## config.mk

```make
export PLATFORM = sky130hd
export DESIGN_NAME = fsk_tx_mod
export DESIGN_NICKNAME = d
export VERILOG_FILES = /design/src/rtl/fsk_tx_mod.sv
export SDC_FILE = /design/constraint.sdc
export NUM_CORES = 1
export LEC_CHECK = 0
export BUFFER_PORTS_ARGS = -buffer_cell sky130_fd_sc_hd__buf_2
export CORE_MARGIN = 5
export CORE_UTILIZATION = 63
export CTS_CLUSTER_DIAMETER = 60
export DETAILED_ROUTE_END_ITERATION = 8
export PLACE_DENSITY = 0.87
export SLEW_MARGIN = 10
export SYNTH_ARGS = -nofsm -noshare
export SYNTH_HDL_FRONTEND = slang
export SYNTH_SLANG_ARGS = --single-unit
```

## constraint.sdc

```tcl
create_clock -name clk -period 4.28 [get_ports clk]
set_input_delay 0.428 -clock clk [delete_from_list [all_inputs] [get_ports clk]]
set_output_delay 0.428 -clock clk [all_outputs]
set_load 0.005 [all_outputs]
```

## src/rtl/fsk_tx_mod.sv

```systemverilog
module fsk_tx_mod #(
  parameter int CLK_HZ    = 9_600_000,
  parameter int SAMPLE_HZ = 38_400,
  parameter int BAUD      = 1200,
  parameter int MARK_HZ   = 1200,
  parameter int SPACE_HZ  = 2200,
  parameter int ACC_W     = 16,
  parameter int OUT_W     = 12
) (
  input  logic                    clk,
  input  logic                    rst_n,
  input  logic                    rts_n,
  input  logic                    in_valid,
  input  logic [7:0]              in_data,
  output logic                    in_ready,
  output logic signed [OUT_W-1:0] samp,
  output logic                    samp_stb,
  output logic                    busy
);
  localparam int SDIV   = CLK_HZ / SAMPLE_HZ;
  localparam int SPB    = SAMPLE_HZ / BAUD;
  localparam int SDIV_W = $clog2(SDIV);
  localparam int SPB_W  = $clog2(SPB);
  localparam longint AMP = (64'd1 << (OUT_W - 1)) - 1;
  localparam logic [ACC_W-1:0] INC_MARK =
    ACC_W'(((64'(MARK_HZ) << ACC_W) + SAMPLE_HZ / 2) / SAMPLE_HZ);
  localparam logic [ACC_W-1:0] INC_SPACE =
    ACC_W'(((64'(SPACE_HZ) << ACC_W) + SAMPLE_HZ / 2) / SAMPLE_HZ);

  function automatic logic [OUT_W-2:0] qval(input int i);
    longint t, p, num, den;
    t   = 2 * i + 1;
    p   = t * (256 - t);
    num = AMP * 16 * p;
    den = 5 * 65536 - 4 * p;
    return (OUT_W-1)'((num + den / 2) / den);
  endfunction

  logic [OUT_W-2:0] qtab [64];
  for (genvar g = 0; g < 64; g++) begin : g_tab
    assign qtab[g] = qval(g);
  end

  logic              en;
  logic [SDIV_W-1:0] sdiv;
  logic [SPB_W-1:0]  scnt;
  logic [ACC_W-1:0]  acc;
  logic [10:0]       sh;
  logic [3:0]        bitpos;
  logic              act, nxt_v;
  logic [7:0]        nxt;
  logic              tick, bnd, tx_bit;

  assign en     = ~rts_n;
  assign tick   = sdiv == SDIV_W'(SDIV - 1);
  assign bnd    = tick && scnt == SPB_W'(SPB - 1);
  assign tx_bit = act ? sh[0] : 1'b1;
  assign in_ready = en && !nxt_v && (!act || bitpos == 4'd10);
  assign busy   = act || nxt_v;

  logic [1:0]              quad;
  logic [5:0]              idx;
  logic signed [OUT_W-1:0] magx, sine;
  assign quad = acc[ACC_W-1 -: 2];
  assign idx  = quad[0] ? ~acc[ACC_W-3 -: 6] : acc[ACC_W-3 -: 6];
  assign magx = {1'b0, qtab[idx]};
  assign sine = quad[1] ? -magx : magx;

  always_ff @(posedge clk or negedge rst_n) begin
    if (!rst_n) begin
      sdiv <= '0; samp_stb <= 1'b0; samp <= '0; acc <= '0; scnt <= '0;
      sh <= '1; bitpos <= '0; act <= 1'b0; nxt_v <= 1'b0; nxt <= '0;
    end else begin
      sdiv     <= tick ? '0 : sdiv + 1'b1;
      samp_stb <= tick;
      if (!en) begin
        acc <= '0; scnt <= '0; act <= 1'b0; nxt_v <= 1'b0; bitpos <= '0;
        if (tick) samp <= '0;
      end else begin
        if (in_valid && in_ready) begin
          nxt   <= in_data;
          nxt_v <= 1'b1;
        end
        if (tick) begin
          samp <= sine;
          acc  <= acc + (tx_bit ? INC_MARK : INC_SPACE);
          scnt <= bnd ? '0 : scnt + 1'b1;
        end
        if (bnd) begin
          if (act && bitpos != 4'd10) begin
            sh     <= {1'b1, sh[10:1]};
            bitpos <= bitpos + 1'b1;
          end else if (nxt_v) begin
            sh     <= {1'b1, ~^nxt, nxt, 1'b0};
            bitpos <= '0;
            act    <= 1'b1;
            nxt_v  <= 1'b0;
          end else begin
            act <= 1'b0;
          end
        end
      end
    end
  end
endmodule

```

==> results.yml, run 1 <==
sta:
  fin_crit_ps: 3580
  relSlewSlack_pct: 35.0
  max_freq_mhz: 279
  fin_setup_tns_ps: 0
  rsz0062_at_grt: "no"
  setup_viol: 0
  skew_ps: 17.5
  fin_crit_sh_pct: 83.7
  report.final.slew_viol_count: 0
  worstMarginPinSlew_ps: 970
  final_hold_viol_count: 0
place:
  dp_cells: 778
  portBuffers: 26
  place_hpwl_mm: 10.8
  gp_congestion: 1.05
pwr:
  p_sw_mw: 0.335
  ir_drop_uv: 257
  p_int_mw: 0.993
  leakage_nw: 2.46
  pwr-share-comb_pct: 8.4
  p_seq_share_pct: 50.5
  sw_frac_of_total_pct: 25.2
  power_density_mw_per_mm2: 225
  clock_power_share_pct: 41.1
worst_setup_path:
  cp.required_ps: 4510
  cp.arrival_ps: 3820
  cp-start-kind: "register"
  cp_max_fo: 5
  crit_type: "register to register"
  reg2reg_depth: 14
  end_kind: "register"
logic_synthesis:
  synth.area.top_cells: "dfrtp_1, ha_1, nand2_1, dfstp_2, nor2_1"
  ys_async_sr_fraction_pct: 100
  postSynthCellCount: 666
  synth_area_per_cell_um2: 8.19
  synth_cell_types: 81
  synth.top_cell.area_share_pct: 25.7
  ys_ff_latch: 66
  ys_warn_count: 0
  syn-num-nets: 703
  ys.flop_type: "dfrtp_1"
  yosys.area.top_type: "dfrtp_1"
  ys_seq_area_share_pct: 30.5
  synth-edff-count: 0
  syn_area_mm2: 0.00546
global_route:
  antenna_found_initial: 0
  grt_pass1_wl_mm: 24.9
  grt.total_usage_pct: 29.7
  grt_max_degree: 57
  grt_overflow: 0
  grt_pass1_vias: 4952
die:
  core_mm2: 0.00859
  num_rows: 34
  initial_core_util_pct: 63.5
  die_area_mm2: 0.0106
  die_h_um: 103
  die_w_um: 103
  io_pins: 27
clocking:
  clk_latency_ps: 350
  clkSinkCount: 66
  cts_tree: "built"
  clockBufferDepth: 2
  cts_max_level: 3
  ctsResizeCount: 0
  cts_inserted_buffers: 9
  holdBufCountCts: 0
  clk_pin_slew_ps: 90
  post_cts_buffers: 0
  cts_root_buf: "clkbuf_8"
cells_and_area:
  drive_gt1_share_pct: 16.0
  final_cell_count_no_fill: 794
  seqCellArea_mm2: 0.00166
  antenna_cells: 0
  nNetsFinal: 718
  fillers: 660
  layout_common_cells: "nand2_1, nor2_1, dfrtp_1"
  final_common_cell: "nand2_1"
  multi_input_area_mm2: 0.00348
  syn2layout_area_growth_pct: 8.26
flow_run:
  drv_cap: 0
drt:
  drc: 0
  drt_iter0_drc: 401
  firstDrtPassIters: 5
  vias: 5252
  wl_per_cell_um: 19.2
  vias_per_cell: 6.61
  ant_nets: 0
  finalWirelength_mm: 15.2
status:
  status: "finished clean"
worst_hold_path:
  hold_path_class: "primary input to asynchronous set/reset pin"
==> worst paths after layout <==
path / from / slack (ps) / to
worst max-delay path: acc[14]$_DFFE_PN0P_ / 700 / samp[6]$_DFFE_PN0P_
max in group asynchronous: rst_n / 3230 / sh[7]$_DFFE_PN1P_
worst min-delay path: rst_n / 90 / sdiv[1]$_DFF_PN0_
worst min register to register: sh[0]$_DFFE_PN1P_ / 480 / sh[0]$_DFFE_PN1P_
worst max register to register: acc[14]$_DFFE_PN0P_ / 700 / samp[6]$_DFFE_PN0P_
min in group clk: in_data[4] / 310 / nxt[4]$_DFFE_PN0P_
==> state kept, by name, indices dropped and copies added (netlist names) <==
name	count
acc	16
samp_stb	1
nxt	8
samp	12
bitpos	4
act	1
sh	10
sdiv	8
scnt	5
nxt_v	1
==> cell type report <==
cell class | instances | area share [%]
multi-input cells | 531 | 59.0
clock inverters | 6 | 1.10
inverters | 20 | 1.27
well taps | 108 | 2.29
flip-flops and latches | 66 | 28.2
clock buffers | 10 | 2.33
repair buffers | 53 | 5.85
==> Yosys cell counts, types with 9 or more instances <==
cell,count
mux2i_1,9
inv_1,18
dfstp_2,10
a211oi_1,13
nand2_1,74
xnor2_1,17
dfrtp_1,56
nor2_1,65
a31oi_1,18
nand3_1,21
nor3_1,16
ha_1,24
a22oi_1,13
nand2b_1,17
buf_2,15
mux2_2,9
a21oi_1,37
xor2_1,17
clkbuf_1,25
o21ai_0,32
nor2b_1,9
==> logic make-up (layout without fill, tap and decap cells) <==
group	count (synthesis)	in the layout	share of synthesized area (%)
and+or+nand+nor	262	262	24.3
DFF	66	66	30.5
xor gates and xnor gates	36	36	6.05
adders and majority gates	25	25	5.87
buffers and inverters	69	89	5.64
AOI/OAI and AO/OA	189	189	23.9
muxes	19	19	3.71
==> power groups by stage <==
stage	clock network (mW)	registers, mW	logic [mW]
2_1_floorplan	0	0.677	0.0820
3_3_place_gp	0	0.681	0.105
3_5_place_dp	0	0.682	0.112
4_1_cts	0.549	0.671	0.112
5_1_grt	0.577	0.674	0.120
6_report	0.546	0.671	0.111
==> layer usage <==
metal	GRT usage [%]	vias to the layer above	share of wire, %
met4	14.5	0	4.6
met3	5.07	42	7.2
met5	0	-	0
met1	39.1	2514	42
li1	-	2457	-
met2	47.2	239	47
==> critical path, cell delays in order (launching register included) <==
cell       delay (ps)
dfrtp_1           410
xor2_1            370
inv_1             190
ha_1              260
nand2b_1          220
a21oi_1           110
a2111oi_0         340
o21ai_0           170
o31ai_2           230
inv_1             100
ha_1              240
o21ai_1           190
nor2_1             90
and4_1            220
or3b_1            340
==> metrics by stage <==
stage	hold WS [ps]	area [um^2]	power (mW)	utilization, %	setup WS, ps
4_1_cts	102	5910	1.33	68.7	734
2_1_floorplan	132	5460	0.759	-	419
3_3_place_gp	458	5700	0.786	66.4	813
6_report	90.9	5910	1.33	68.7	699
5_1_grt	121	5910	1.37	68.7	390
3_5_place_dp	467	5700	0.795	66.4	713
Power figures use the tool's default switching activity.
==> run 2: changes to the inputs <==
Clock period 4.28 ns to 3.55 ns, I/O delays scaled along.
==> results.yml, run 2 (same netlist as run 1, synthesis figures left out) <==
worst_setup_path:
  cp.arrival_ps: 3530
  cp-startpoint: "acc[14]$_DFFE_PN0P_"
  cp_max_fo: 8
  crit_type: "register to register"
  cp.required_ps: 3790
  regToRegStartpoint: "acc[14]$_DFFE_PN0P_"
  reg2reg_depth: 14
  end_kind: "register"
  cp-start-kind: "register"
  reg2reg_slack_ps: 260
cells_and_area:
  final_common_cell: "nand2_1"
  largest_reg_flops: 16
  post-route-util_pct: 69.9
  top_register: "acc"
  final_cell_count_no_fill: 802
  antenna_cells: 0
  reg_top3: "acc x16, samp x12, sh x10"
  final_area_mm2: 0.00600
  drive_gt1_share_pct: 17.4
  layout_common_cells: "nand2_1, nor2_1, dfrtp_1"
  nNetsFinal: 726
  syn2layout_area_growth_pct: 10.0
status:
  status: "finished clean"
pwr:
  pwr-share-comb_pct: 8.1
  p_sw_mw: 0.422
  leakage_nw: 2.50
  ir_drop_uv: 333
  p_int_mw: 1.25
  power_density_mw_per_mm2: 279
  total_power_mw: 1.68
  clock_power_share_pct: 43.5
  p_seq_share_pct: 48.4
  sw_frac_of_total_pct: 25.2
drt:
  finalWirelength_mm: 16.2
  ant_nets: 0
  wl_per_cell_um: 20.2
  firstDrtPassIters: 5
  vias: 5313
  vias_per_cell: 6.62
  drt_iter0_drc: 472
  drc: 0
clocking:
  clockBufferDepth: 2
  clkSinkCount: 66
  cts_tree: "built"
  cts_root_buf: "clkbuf_8"
  cts_inserted_buffers: 9
  clk_pin_slew_ps: 80
  clk_latency_ps: 350
  cts_max_level: 3
  holdBufCountCts: 0
die:
  io_pins: 27
  die_area_mm2: 0.0106
  core_mm2: 0.00859
  die_w_um: 103
  initial_core_util_pct: 63.5
  num_rows: 34
  die_h_um: 103
global_route:
  grt.total_usage_pct: 32.0
  antenna_found_initial: 0
  grt_overflow: 0
  grt_pass1_wl_mm: 26.3
  grt_pass1_vias: 5085
  grt_max_degree: 47
sta:
  max_freq_mhz: 304
  fin_crit_sh_pct: 92.8
  rsz0062_at_grt: "no"
  final_hold_viol_count: 0
  report.final.slew_viol_count: 0
  fin_crit_ps: 3290
  setup_viol: 0
  fin_setup_tns_ps: 0
  worstMarginPinSlew_ps: 1240
  setup_slack_ps: 256
  whs_ps: 164
  relSlewSlack_pct: 16.7
  skew_ps: 15.2
place:
  dp_cells: 786
  gp_congestion: 1.04
  place_hpwl_mm: 11.8
  portBuffers: 26
  dpl_cell_area_mm2: 0.00577
  dp_slack_ps: 256
worst_hold_path:
  hold_path_class: "primary input to asynchronous set/reset pin"
flow_run:
  drv_cap: 0
==> run 2: layout make-up <==
type                    instances  area [um^2]
clock buffers                   9          124
flip-flops and latches         66         1670
repair buffers                 61          393
inverters                      20         75.1
fillers                       659         2590
well taps                     108          135
multi-input cells             531         3510
clock inverters                 7          101
==> run 2: path summary, 6_finish.rpt <==
path                                  endpoint
max                        samp[6]$_DFFE_PN0P_
min                        samp[8]$_DFFE_PN0P_
max reg2reg                samp[6]$_DFFE_PN0P_
min reg2reg                  sh[0]$_DFFE_PN1P_
max in group asynchronous    sh[5]$_DFFE_PN1P_
min in group clk            nxt[3]$_DFFE_PN0P_
==> run 2: critical path: stages, from the launching register on <==
cell and delay, ps:
dfrtp_2 480, xor2_4 190, inv_1 140, ha_1 320, nand2b_1 210, a21boi_0 120, a2111oi_0 360, o21ai_0 170
o31ai_2 150, inv_1 90, ha_1 220, o21ai_1 110, nor2_1 70, and4_1 200, or3b_1 340
==> run 2: power by group through the flow <==
stage | sequential, mW | combinational (mW) | clock [mW]
final | 0.811 | 0.136 | 0.728
after global routing | 0.814 | 0.150 | 0.773
after CTS | 0.810 | 0.137 | 0.739
after detailed placement | 0.825 | 0.136 | 0
after global placement | 0.821 | 0.128 | 0
after floorplan | 0.816 | 0.0989 | 0
==> run 2: layer usage <==
| layer | up-vias | track usage (%) | share of wire (%) |
|---|---|---|---|
| li1 | 2460 | - | - |
| met5 | - | 0 | 0 |
| met3 | 62 | 3.99 | 7.5 |
| met4 | 0 | 17.8 | 5.5 |
| met1 | 2522 | 40.8 | 40 |
| met2 | 269 | 52.4 | 47 |
==> run 2: repair_timing <==
action,CTS,global route
setup buffers,0,0
setup endpoints to repair,0,1
gates resized for setup,0,1
